**config.mk**
```make
export PLATFORM = sky130hd
export DESIGN_NAME = psfb_pwm_gen
export DESIGN_NICKNAME = d
export VERILOG_FILES = /design/src/rtl/psfb_pkg.sv /design/src/rtl/psfb_timebase.sv /design/src/rtl/psfb_ramp.sv /design/src/rtl/psfb_phase_tff.sv /design/src/rtl/psfb_deadband.sv /design/src/rtl/psfb_pwm_gen.sv
export SDC_FILE = /design/constraint.sdc
export NUM_CORES = 1
export LEC_CHECK = 0
export CELL_PAD_IN_SITES_DETAIL_PLACEMENT = 0
export CELL_PAD_IN_SITES_GLOBAL_PLACEMENT = 1
export CORE_MARGIN = 1
export CORE_UTILIZATION = 37
export CTS_CLUSTER_SIZE = 30
export DETAILED_ROUTE_END_ITERATION = 16
export GPL_TIMING_DRIVEN = 0
export MAX_ROUTING_LAYER = met4
export PLACE_DENSITY = 0.66
export SYNTH_ARGS = -nofsm -noshare
export SYNTH_HDL_FRONTEND = slang
export SYNTH_SLANG_ARGS = --single-unit
```
**constraint.sdc**
```tcl
create_clock -name clk_i -period 4.72 [get_ports clk_i]
set_input_delay 0.472 -clock clk_i [delete_from_list [all_inputs] [get_ports clk_i]]
set_output_delay 0.472 -clock clk_i [all_outputs]
set_load 0.01 [all_outputs]
```
**src/rtl/psfb_pkg.sv**
```systemverilog
package psfb_pkg;
  typedef enum logic [1:0] {
    SRC_VOLT = 2'd0,
    SRC_VFF  = 2'd1,
    SRC_PEAK = 2'd2,
    SRC_ALT  = 2'd3
  } ramp_src_e;
endpackage

```
**src/rtl/psfb_timebase.sv**
```systemverilog
module psfb_timebase
  import psfb_pkg::*;
#(
  parameter int CNT_W  = 16,
  parameter int RAMP_W = 16,
  parameter int VIN_W  = 12,
  parameter int DT_W   = 6
) (
  input  logic              clk_i,
  input  logic              rst_ni,
  input  logic              en_i,
  input  logic [CNT_W-1:0]  period_i,
  input  logic [RAMP_W-1:0] cmp_i,
  input  logic [VIN_W-1:0]  vin_i,
  input  ramp_src_e         mode_i,
  input  logic [DT_W-1:0]   dead_i,
  output logic              half_o,
  output logic              half_end_o,
  output logic [RAMP_W-1:0] cmp_o,
  output logic [VIN_W-1:0]  vin_o,
  output ramp_src_e         mode_o,
  output logic [DT_W-1:0]   dead_o
);
  localparam logic [CNT_W-1:0] MIN_HALF = CNT_W'(2);

  logic [CNT_W-1:0] cnt_q, half_len_q, half_lim;
  logic             half_q, last;

  assign half_lim   = (half_len_q < MIN_HALF) ? MIN_HALF : half_len_q;
  assign last       = (cnt_q == half_lim - CNT_W'(1));
  assign half_end_o = en_i && last;
  assign half_o     = half_q;

  always_ff @(posedge clk_i or negedge rst_ni) begin
    if (!rst_ni) begin
      cnt_q      <= '0;
      half_q     <= 1'b0;
      half_len_q <= MIN_HALF;
      cmp_o      <= '0;
      vin_o      <= '0;
      mode_o     <= SRC_VOLT;
      dead_o     <= '0;
    end else if (!en_i || (last && half_q)) begin
      // capture settings while idle and at each period boundary
      half_len_q <= period_i >> 1;
      cmp_o      <= cmp_i;
      vin_o      <= vin_i;
      mode_o     <= mode_i;
      dead_o     <= dead_i;
      cnt_q      <= '0;
      half_q     <= 1'b0;
    end else if (last) begin
      cnt_q  <= '0;
      half_q <= 1'b1;
    end else begin
      cnt_q <= cnt_q + CNT_W'(1);
    end
  end
endmodule

```
**src/rtl/psfb_ramp.sv**
```systemverilog
module psfb_ramp
  import psfb_pkg::*;
#(
  parameter int RAMP_W = 16,
  parameter int VIN_W  = 12
) (
  input  logic              clk_i,
  input  logic              rst_ni,
  input  logic              en_i,
  input  logic              half_end_i,
  input  ramp_src_e         mode_i,
  input  logic [VIN_W-1:0]  vin_i,
  input  logic [RAMP_W-1:0] isense_i,
  output logic [RAMP_W-1:0] sample_o
);
  localparam logic [RAMP_W-1:0] RAMP_MAX = '1;
  localparam logic [RAMP_W-1:0] UNIT     = RAMP_W'(1);

  logic [RAMP_W-1:0] ramp_q, step, ramp_nxt;
  logic [RAMP_W:0]   sum;

  assign step     = (mode_i == SRC_VFF) ? RAMP_W'(vin_i) : UNIT;
  assign sum      = {1'b0, ramp_q} + {1'b0, step};
  assign ramp_nxt = sum[RAMP_W] ? RAMP_MAX : sum[RAMP_W-1:0];

  always_ff @(posedge clk_i or negedge rst_ni) begin
    if (!rst_ni)                 ramp_q <= '0;
    else if (!en_i || half_end_i) ramp_q <= '0;
    else                          ramp_q <= ramp_nxt;
  end

  assign sample_o = (mode_i == SRC_PEAK) ? isense_i : ramp_q;
endmodule

```
**src/rtl/psfb_phase_tff.sv**
```systemverilog
module psfb_phase_tff #(
  parameter int RAMP_W = 16
) (
  input  logic              clk_i,
  input  logic              rst_ni,
  input  logic              en_i,
  input  logic              half_end_i,
  input  logic [RAMP_W-1:0] sample_i,
  input  logic [RAMP_W-1:0] cmp_i,
  output logic              lvl_o
);
  logic armed_q, tff_q, trip;

  assign trip  = armed_q && ((cmp_i == '0) || (sample_i > cmp_i));
  assign lvl_o = tff_q;

  always_ff @(posedge clk_i or negedge rst_ni) begin
    if (!rst_ni) begin
      tff_q   <= 1'b0;
      armed_q <= 1'b1;
    end else if (!en_i) begin
      tff_q   <= 1'b0;
      armed_q <= 1'b1;
    end else begin
      if (trip) tff_q <= ~tff_q;
      // restart re-arms even if this edge consumed a trip
      armed_q <= half_end_i || (armed_q && !trip);
    end
  end
endmodule

```
**src/rtl/psfb_deadband.sv**
```systemverilog
module psfb_deadband #(
  parameter int DT_W = 6
) (
  input  logic            clk_i,
  input  logic            rst_ni,
  input  logic            run_i,
  input  logic            lvl_i,
  input  logic [DT_W-1:0] dead_i,
  output logic            hi_o,
  output logic            lo_o
);
  localparam logic [DT_W-1:0] ONE = DT_W'(1);

  logic            lvl_q;
  logic [DT_W-1:0] gap_q;

  always_ff @(posedge clk_i or negedge rst_ni) begin
    if (!rst_ni) begin
      lvl_q <= 1'b0;
      gap_q <= '0;
      hi_o  <= 1'b0;
      lo_o  <= 1'b0;
    end else if (!run_i) begin
      lvl_q <= lvl_i;
      gap_q <= '0;
      hi_o  <= 1'b0;
      lo_o  <= 1'b0;
    end else if (lvl_i != lvl_q) begin
      lvl_q <= lvl_i;
      if (dead_i == '0) begin
        gap_q <= '0;
        hi_o  <= lvl_i;
        lo_o  <= !lvl_i;
      end else begin
        gap_q <= dead_i;
        hi_o  <= 1'b0;
        lo_o  <= 1'b0;
      end
    end else if (gap_q != '0) begin
      gap_q <= gap_q - ONE;
      if (gap_q == ONE) begin
        hi_o <= lvl_q;
        lo_o <= !lvl_q;
      end
    end else begin
      hi_o <= lvl_q;
      lo_o <= !lvl_q;
    end
  end
endmodule

```
**src/rtl/psfb_pwm_gen.sv**
```systemverilog
module psfb_pwm_gen
  import psfb_pkg::*;
#(
  parameter int CNT_W  = 16,
  parameter int RAMP_W = 16,
  parameter int VIN_W  = 12,
  parameter int DT_W   = 6
) (
  input  logic              clk_i,
  input  logic              rst_ni,
  input  logic              en_i,
  input  logic [CNT_W-1:0]  period_i,
  input  logic [RAMP_W-1:0] cmp_i,
  input  logic [VIN_W-1:0]  vin_i,
  input  logic [RAMP_W-1:0] isense_i,
  input  logic [1:0]        mode_i,
  input  logic [DT_W-1:0]   dead_i,
  output logic              lead_hi_o,
  output logic              lead_lo_o,
  output logic              lag_hi_o,
  output logic              lag_lo_o
);
  localparam int NUM_LEGS = 2;

  logic              half_q, half_end, tff_lvl;
  logic [RAMP_W-1:0] cmp_cfg, sample;
  logic [VIN_W-1:0]  vin_cfg;
  ramp_src_e         mode_cfg;
  logic [DT_W-1:0]   dead_cfg;
  logic [NUM_LEGS-1:0] leg_lvl, leg_hi, leg_lo;

  psfb_timebase #(
    .CNT_W(CNT_W), .RAMP_W(RAMP_W), .VIN_W(VIN_W), .DT_W(DT_W)
  ) u_tb (
    .clk_i      (clk_i),
    .rst_ni     (rst_ni),
    .en_i       (en_i),
    .period_i   (period_i),
    .cmp_i      (cmp_i),
    .vin_i      (vin_i),
    .mode_i     (ramp_src_e'(mode_i)),
    .dead_i     (dead_i),
    .half_o     (half_q),
    .half_end_o (half_end),
    .cmp_o      (cmp_cfg),
    .vin_o      (vin_cfg),
    .mode_o     (mode_cfg),
    .dead_o     (dead_cfg)
  );

  psfb_ramp #(.RAMP_W(RAMP_W), .VIN_W(VIN_W)) u_ramp (
    .clk_i      (clk_i),
    .rst_ni     (rst_ni),
    .en_i       (en_i),
    .half_end_i (half_end),
    .mode_i     (mode_cfg),
    .vin_i      (vin_cfg),
    .isense_i   (isense_i),
    .sample_o   (sample)
  );

  psfb_phase_tff #(.RAMP_W(RAMP_W)) u_tff (
    .clk_i      (clk_i),
    .rst_ni     (rst_ni),
    .en_i       (en_i),
    .half_end_i (half_end),
    .sample_i   (sample),
    .cmp_i      (cmp_cfg),
    .lvl_o      (tff_lvl)
  );

  // leg 0 leads (high side on in first half), leg 1 follows the toggle
  assign leg_lvl[0] = !half_q;
  assign leg_lvl[1] = tff_lvl;

  for (genvar g = 0; g < NUM_LEGS; g++) begin : g_leg
    psfb_deadband #(.DT_W(DT_W)) u_db (
      .clk_i  (clk_i),
      .rst_ni (rst_ni),
      .run_i  (en_i),
      .lvl_i  (leg_lvl[g]),
      .dead_i (dead_cfg),
      .hi_o   (leg_hi[g]),
      .lo_o   (leg_lo[g])
    );
  end

  assign lead_hi_o = leg_hi[0];
  assign lead_lo_o = leg_lo[0];
  assign lag_hi_o  = leg_hi[1];
  assign lag_lo_o  = leg_lo[1];
endmodule

```
==> impl_metrics.env <==
export IMPL_status="complete, but fails checks"
export IMPL_violations="DRC"
export IMPL_period_minus_slack_ns=4.334
export IMPL_cts_hold_buf=0
export IMPL_fin_total_pwr_mw=2.734
export IMPL_p_per_area_nw_per_um2=347.7
export IMPL_netlist_area_sq_um=6509
export IMPL_ys_types=71
export IMPL_cts_tree="yes"
export IMPL_overflow=0
export IMPL_finalNonFillerCells=932
export IMPL_async_flop_share_pct=100.0
export IMPL_critPathMaxFanout=10
export IMPL_crit_path_start_kind="flop"
export IMPL_grt_pass1_vias=5099
export IMPL_crit_path_top_delay_cell="o41ai_4"
export IMPL_cp_required_ns=4.96
export IMPL_worst_pin_slew_ns=0.8767
export IMPL_first_pass_iters=10
export IMPL_syn_inst=617
export IMPL_dp_slack_ns=-0.03776
export IMPL_ant_nets=0
export IMPL_wirelength_um=15650
export IMPL_io_buffers=73
export IMPL_clk_pin_slew_ns=0.07
export IMPL_die_h_um=134.6
export IMPL_synth_ff_type="dfrtp_1"
export IMPL_cts_buffer_depth=2
export IMPL_yosysSeqAreaShare_pct=40.02
export IMPL_slowest_delay_ns=0.64
export IMPL_crit_type="flop to flop"
export IMPL_endpoint_kind="flop"
export IMPL_syn_to_final_growth_pct=20.80
export IMPL_crit_chain="or4_4 > nand4bb_4 > nand2_1 > ha_1 > nor4b_2 > and4_1 > a211oi_1 > nor3_2 > o22ai_1 > o41ai_4 > buf_6 > mux2_4"
export IMPL_dpl_hpwl_um=11900
export IMPL_hold_violations=0
export IMPL_drc=1
export IMPL_ios=75
export IMPL_synth_top_family_by_area="simple AND/OR/NAND/NOR gates"
export IMPL_worstHoldPathType="primary input to asynchronous set/reset pin"
export IMPL_cts_sinks=104
export IMPL_postLayoutCellArea_sq_um=7863
export IMPL_gp_congestion=0.8213
export IMPL_grt_total_usage_pct=18.80
export IMPL_dp_cells=916
export IMPL_worst_slack_ns=0.3863
export IMPL_setup_viol=0
export IMPL_initialDrtViolationCount=261
export IMPL_fin_setup_tns_ns=0
export IMPL_finalNetCount=809
export IMPL_cts_setup_buffers=0
export IMPL_postPlaceCellArea_sq_um=7546
export IMPL_ys_seq_elements=104
export IMPL_synthAdderAreaFrac_pct=7.036
export IMPL_grt_max_degree=62
export IMPL_rows=48
export IMPL_h_tree_depth=3
export IMPL_rsz0062_at_grt="false"
export IMPL_vias_per_cell=5.159
export IMPL_drive_gt1_share_pct=16.41
export IMPL_cts_made_buffers=9
export IMPL_period_share_pct=91.82
export IMPL_wl_per_cell_um=16.79
export IMPL_skew_ns=0.01057
export IMPL_ir_drop_mv=0.1885
export IMPL_fill_cells=1560
export IMPL_drv_cap=0
export IMPL_initial_utilization_pct=37.76
export IMPL_final_max_slew_viol_count=0
export IMPL_synth_edff_count=0
export IMPL_vias=4808
export IMPL_synth_simple_area_share_pct=17.05
export IMPL_synth_compound_area_share_pct=11.38
export IMPL_clk_latency_ns=0.35
export IMPL_dieArea_sq_um=18130
export IMPL_core_area_sq_um=17240
export IMPL_grt_pass1_wl_um=25760
export IMPL_chipWidth_um=134.6
export IMPL_n_antenna_cell=0
export IMPL_synth_nets=724
export IMPL_antenna_found_initial=0
export IMPL_synth_xor_area_share_pct=6.055
export IMPL_avgSynthCellArea_sq_um=10.55
export IMPL_max_freq_mhz=230.7
export IMPL_synthMuxAreaShare_pct=14.74
export IMPL_relSlewSlack_pct=40.79
export IMPL_root_buffer="clkbuf_16"
export IMPL_worst_ep_arrival_time_ns=4.58
export IMPL_p_leak_nw=3.533
export IMPL_yosysWarnings=0
## layout make-up
class / instances / area, sq um / area share, %
Multi-Input combinational cell: 461 / 3674 / 46.72
Sequential cell: 104 / 2605 / 33.13
Timing Repair Buffer: 74 / 755.7 / 9.612
Tap cell: 225 / 281.5 / 3.581
Clock buffer: 10 / 239.0 / 3.039
Buffer: 21 / 125.1 / 1.591
Inverter: 31 / 116.4 / 1.480
Clock inverter: 6 / 66.31 / 0.8434
## worst max-delay path, delay by kind of cell, from the launching register on
family / cells / cell delay [ns]
simple gates: 6 / 2.04
compound gates: 3 / 0.90
flops: 1 / 0.47
mux: 1 / 0.32
buf+inv: 1 / 0.28
fa+ha+maj: 1 / 0.20
## where the power goes
part / total (mW) / internal, mW / switching (mW) / leakage [nW]
combinational: 0.836 / 0.432 / 0.403 / 2.08
clock: 0.783 / 0.428 / 0.354 / 0.153
sequential: 1.12 / 1.00 / 0.111 / 1.30
total: 2.73 / 1.86 / 0.869 / 3.53
## metal layers
layer,vias up,share of wire (%),track usage (%)
met5,-,0,-
met4,0,1.2,5.618
met3,13,2.9,2.590
met2,86,49,31.59
met1,2331,47,23.49
li1,2378,-,-
## stage by stage
step | utilization, % | hold WS, ns
3_3_place_gp | 43.63 | 0.4934
6_report | 45.62 | 0.1188
4_1_cts | 45.59 | 0.1340
3_5_place_dp | 43.78 | 0.4871
5_1_grt | 45.62 | 0.1669
2_1_floorplan | - | 0.1764
## sequential cells by signal (all words and copies together), names as in the netlist
| register | cells |
|---|---|
| u_ramp.ramp_q | 16 |
| u_tb.cmp_o | 16 |
| u_tb.cnt_q | 16 |
| u_tb.half_len_q | 15 |
| g_leg.u_db.gap_q | 12 |
| u_tb.vin_o | 12 |
| u_tb.dead_o | 6 |
| g_leg.u_db.hi_o | 2 |
| g_leg.u_db.lo_o | 2 |
| g_leg.u_db.lvl_q | 2 |
| u_tb.mode_o | 2 |
| u_tb.half_o | 1 |
| u_tff.armed_q | 1 |
| u_tff.lvl_o | 1 |
## synthesized netlist by cell type (13+ instances only)
library cell	n	area (sq um)
xor2_1	24	210.2
nor3_1	14	70.07
inv_1	31	116.4
clkbuf_1	13	48.80
mux2_2	15	168.9
and2_1	16	100.1
nand2_1	35	131.4
o21ai_0	17	85.08
nand3_1	21	105.1
mux2_4	50	750.7
ha_1	35	437.9
dfrtp_1	102	2552
xnor2_1	21	183.9
a21oi_1	29	145.1
nor2b_1	14	87.58
nor2_1	42	157.7
## worst paths after layout
| check | slack [ns] | to | startpoint | cells after the start |
|---|---|---|---|---|
| setup reg to reg | 0.39 | u_tb.vin_o[2]$_DFFE_PN0P_ | u_tb.half_len_q[3]$_DFFE_PN0P_ | 12 |
| setup / recovery | 0.39 | u_tb.vin_o[2]$_DFFE_PN0P_ | u_tb.half_len_q[3]$_DFFE_PN0P_ | 12 |
| max in group asynchronous | 3.84 | u_tff.armed_q$_DFF_PN1_ | rst_ni | 2 |
| hold reg to reg | 0.51 | u_tb.vin_o[3]$_DFFE_PN0P_ | u_tb.vin_o[3]$_DFFE_PN0P_ | 1 |
| hold / removal | 0.12 | u_tb.cmp_o[1]$_DFFE_PN0P_ | rst_ni | 1 |
| min in group clk_i | 0.51 | u_tb.vin_o[3]$_DFFE_PN0P_ | u_tb.vin_o[3]$_DFFE_PN0P_ | 1 |
## logic make-up (layout without fill, tap and decap cells)
group,Yosys count,after routing
AND/OR/NAND/NOR,204,204
adder cells (fa/ha/maj),36,36
buffers and inverters,52,142
flip-flops,104,104
XOR/XNOR,45,45
multiplexers,69,69
AO/OA/AOI/OAI,107,107
## cell usage in the layout, fill, tap and decap left out, types with 3 or more instances in the layout
cell / n
mux2i_1: 4
nor2b_1: 14
nor4_1: 8
clkbuf_16: 9
dfrtp_1: 102
a22oi_1: 4
o211ai_1: 5
nand4_1: 9
buf_6: 6
nand2_1: 35
nand3b_1: 3
mux2_2: 15
o22ai_1: 3
inv_1: 31
a21oi_1: 29
o21a_1: 3
nand3_1: 21
xor2_1: 24
clkbuf_1: 13
o21ai_0: 17
o21bai_1: 3
or3_1: 5
xnor2_1: 21
a211oi_1: 4
nor3_1: 13
a21o_1: 10
clkdlybuf4s50_1: 72
and2_1: 16
ha_1: 35
mux2_4: 50
nor2_1: 42
and3_1: 6
or2_2: 6
nand2b_1: 8
a31oi_1: 3
## repair_timing
item / 4_1_cts / 5_1_grt
gates resized for setup: 1 / 1
endpoints found under the setup margin: 50 / 78
hold endpoints to repair: 0 / 0
No activity file was read; power rests on OpenSTA's default activity.
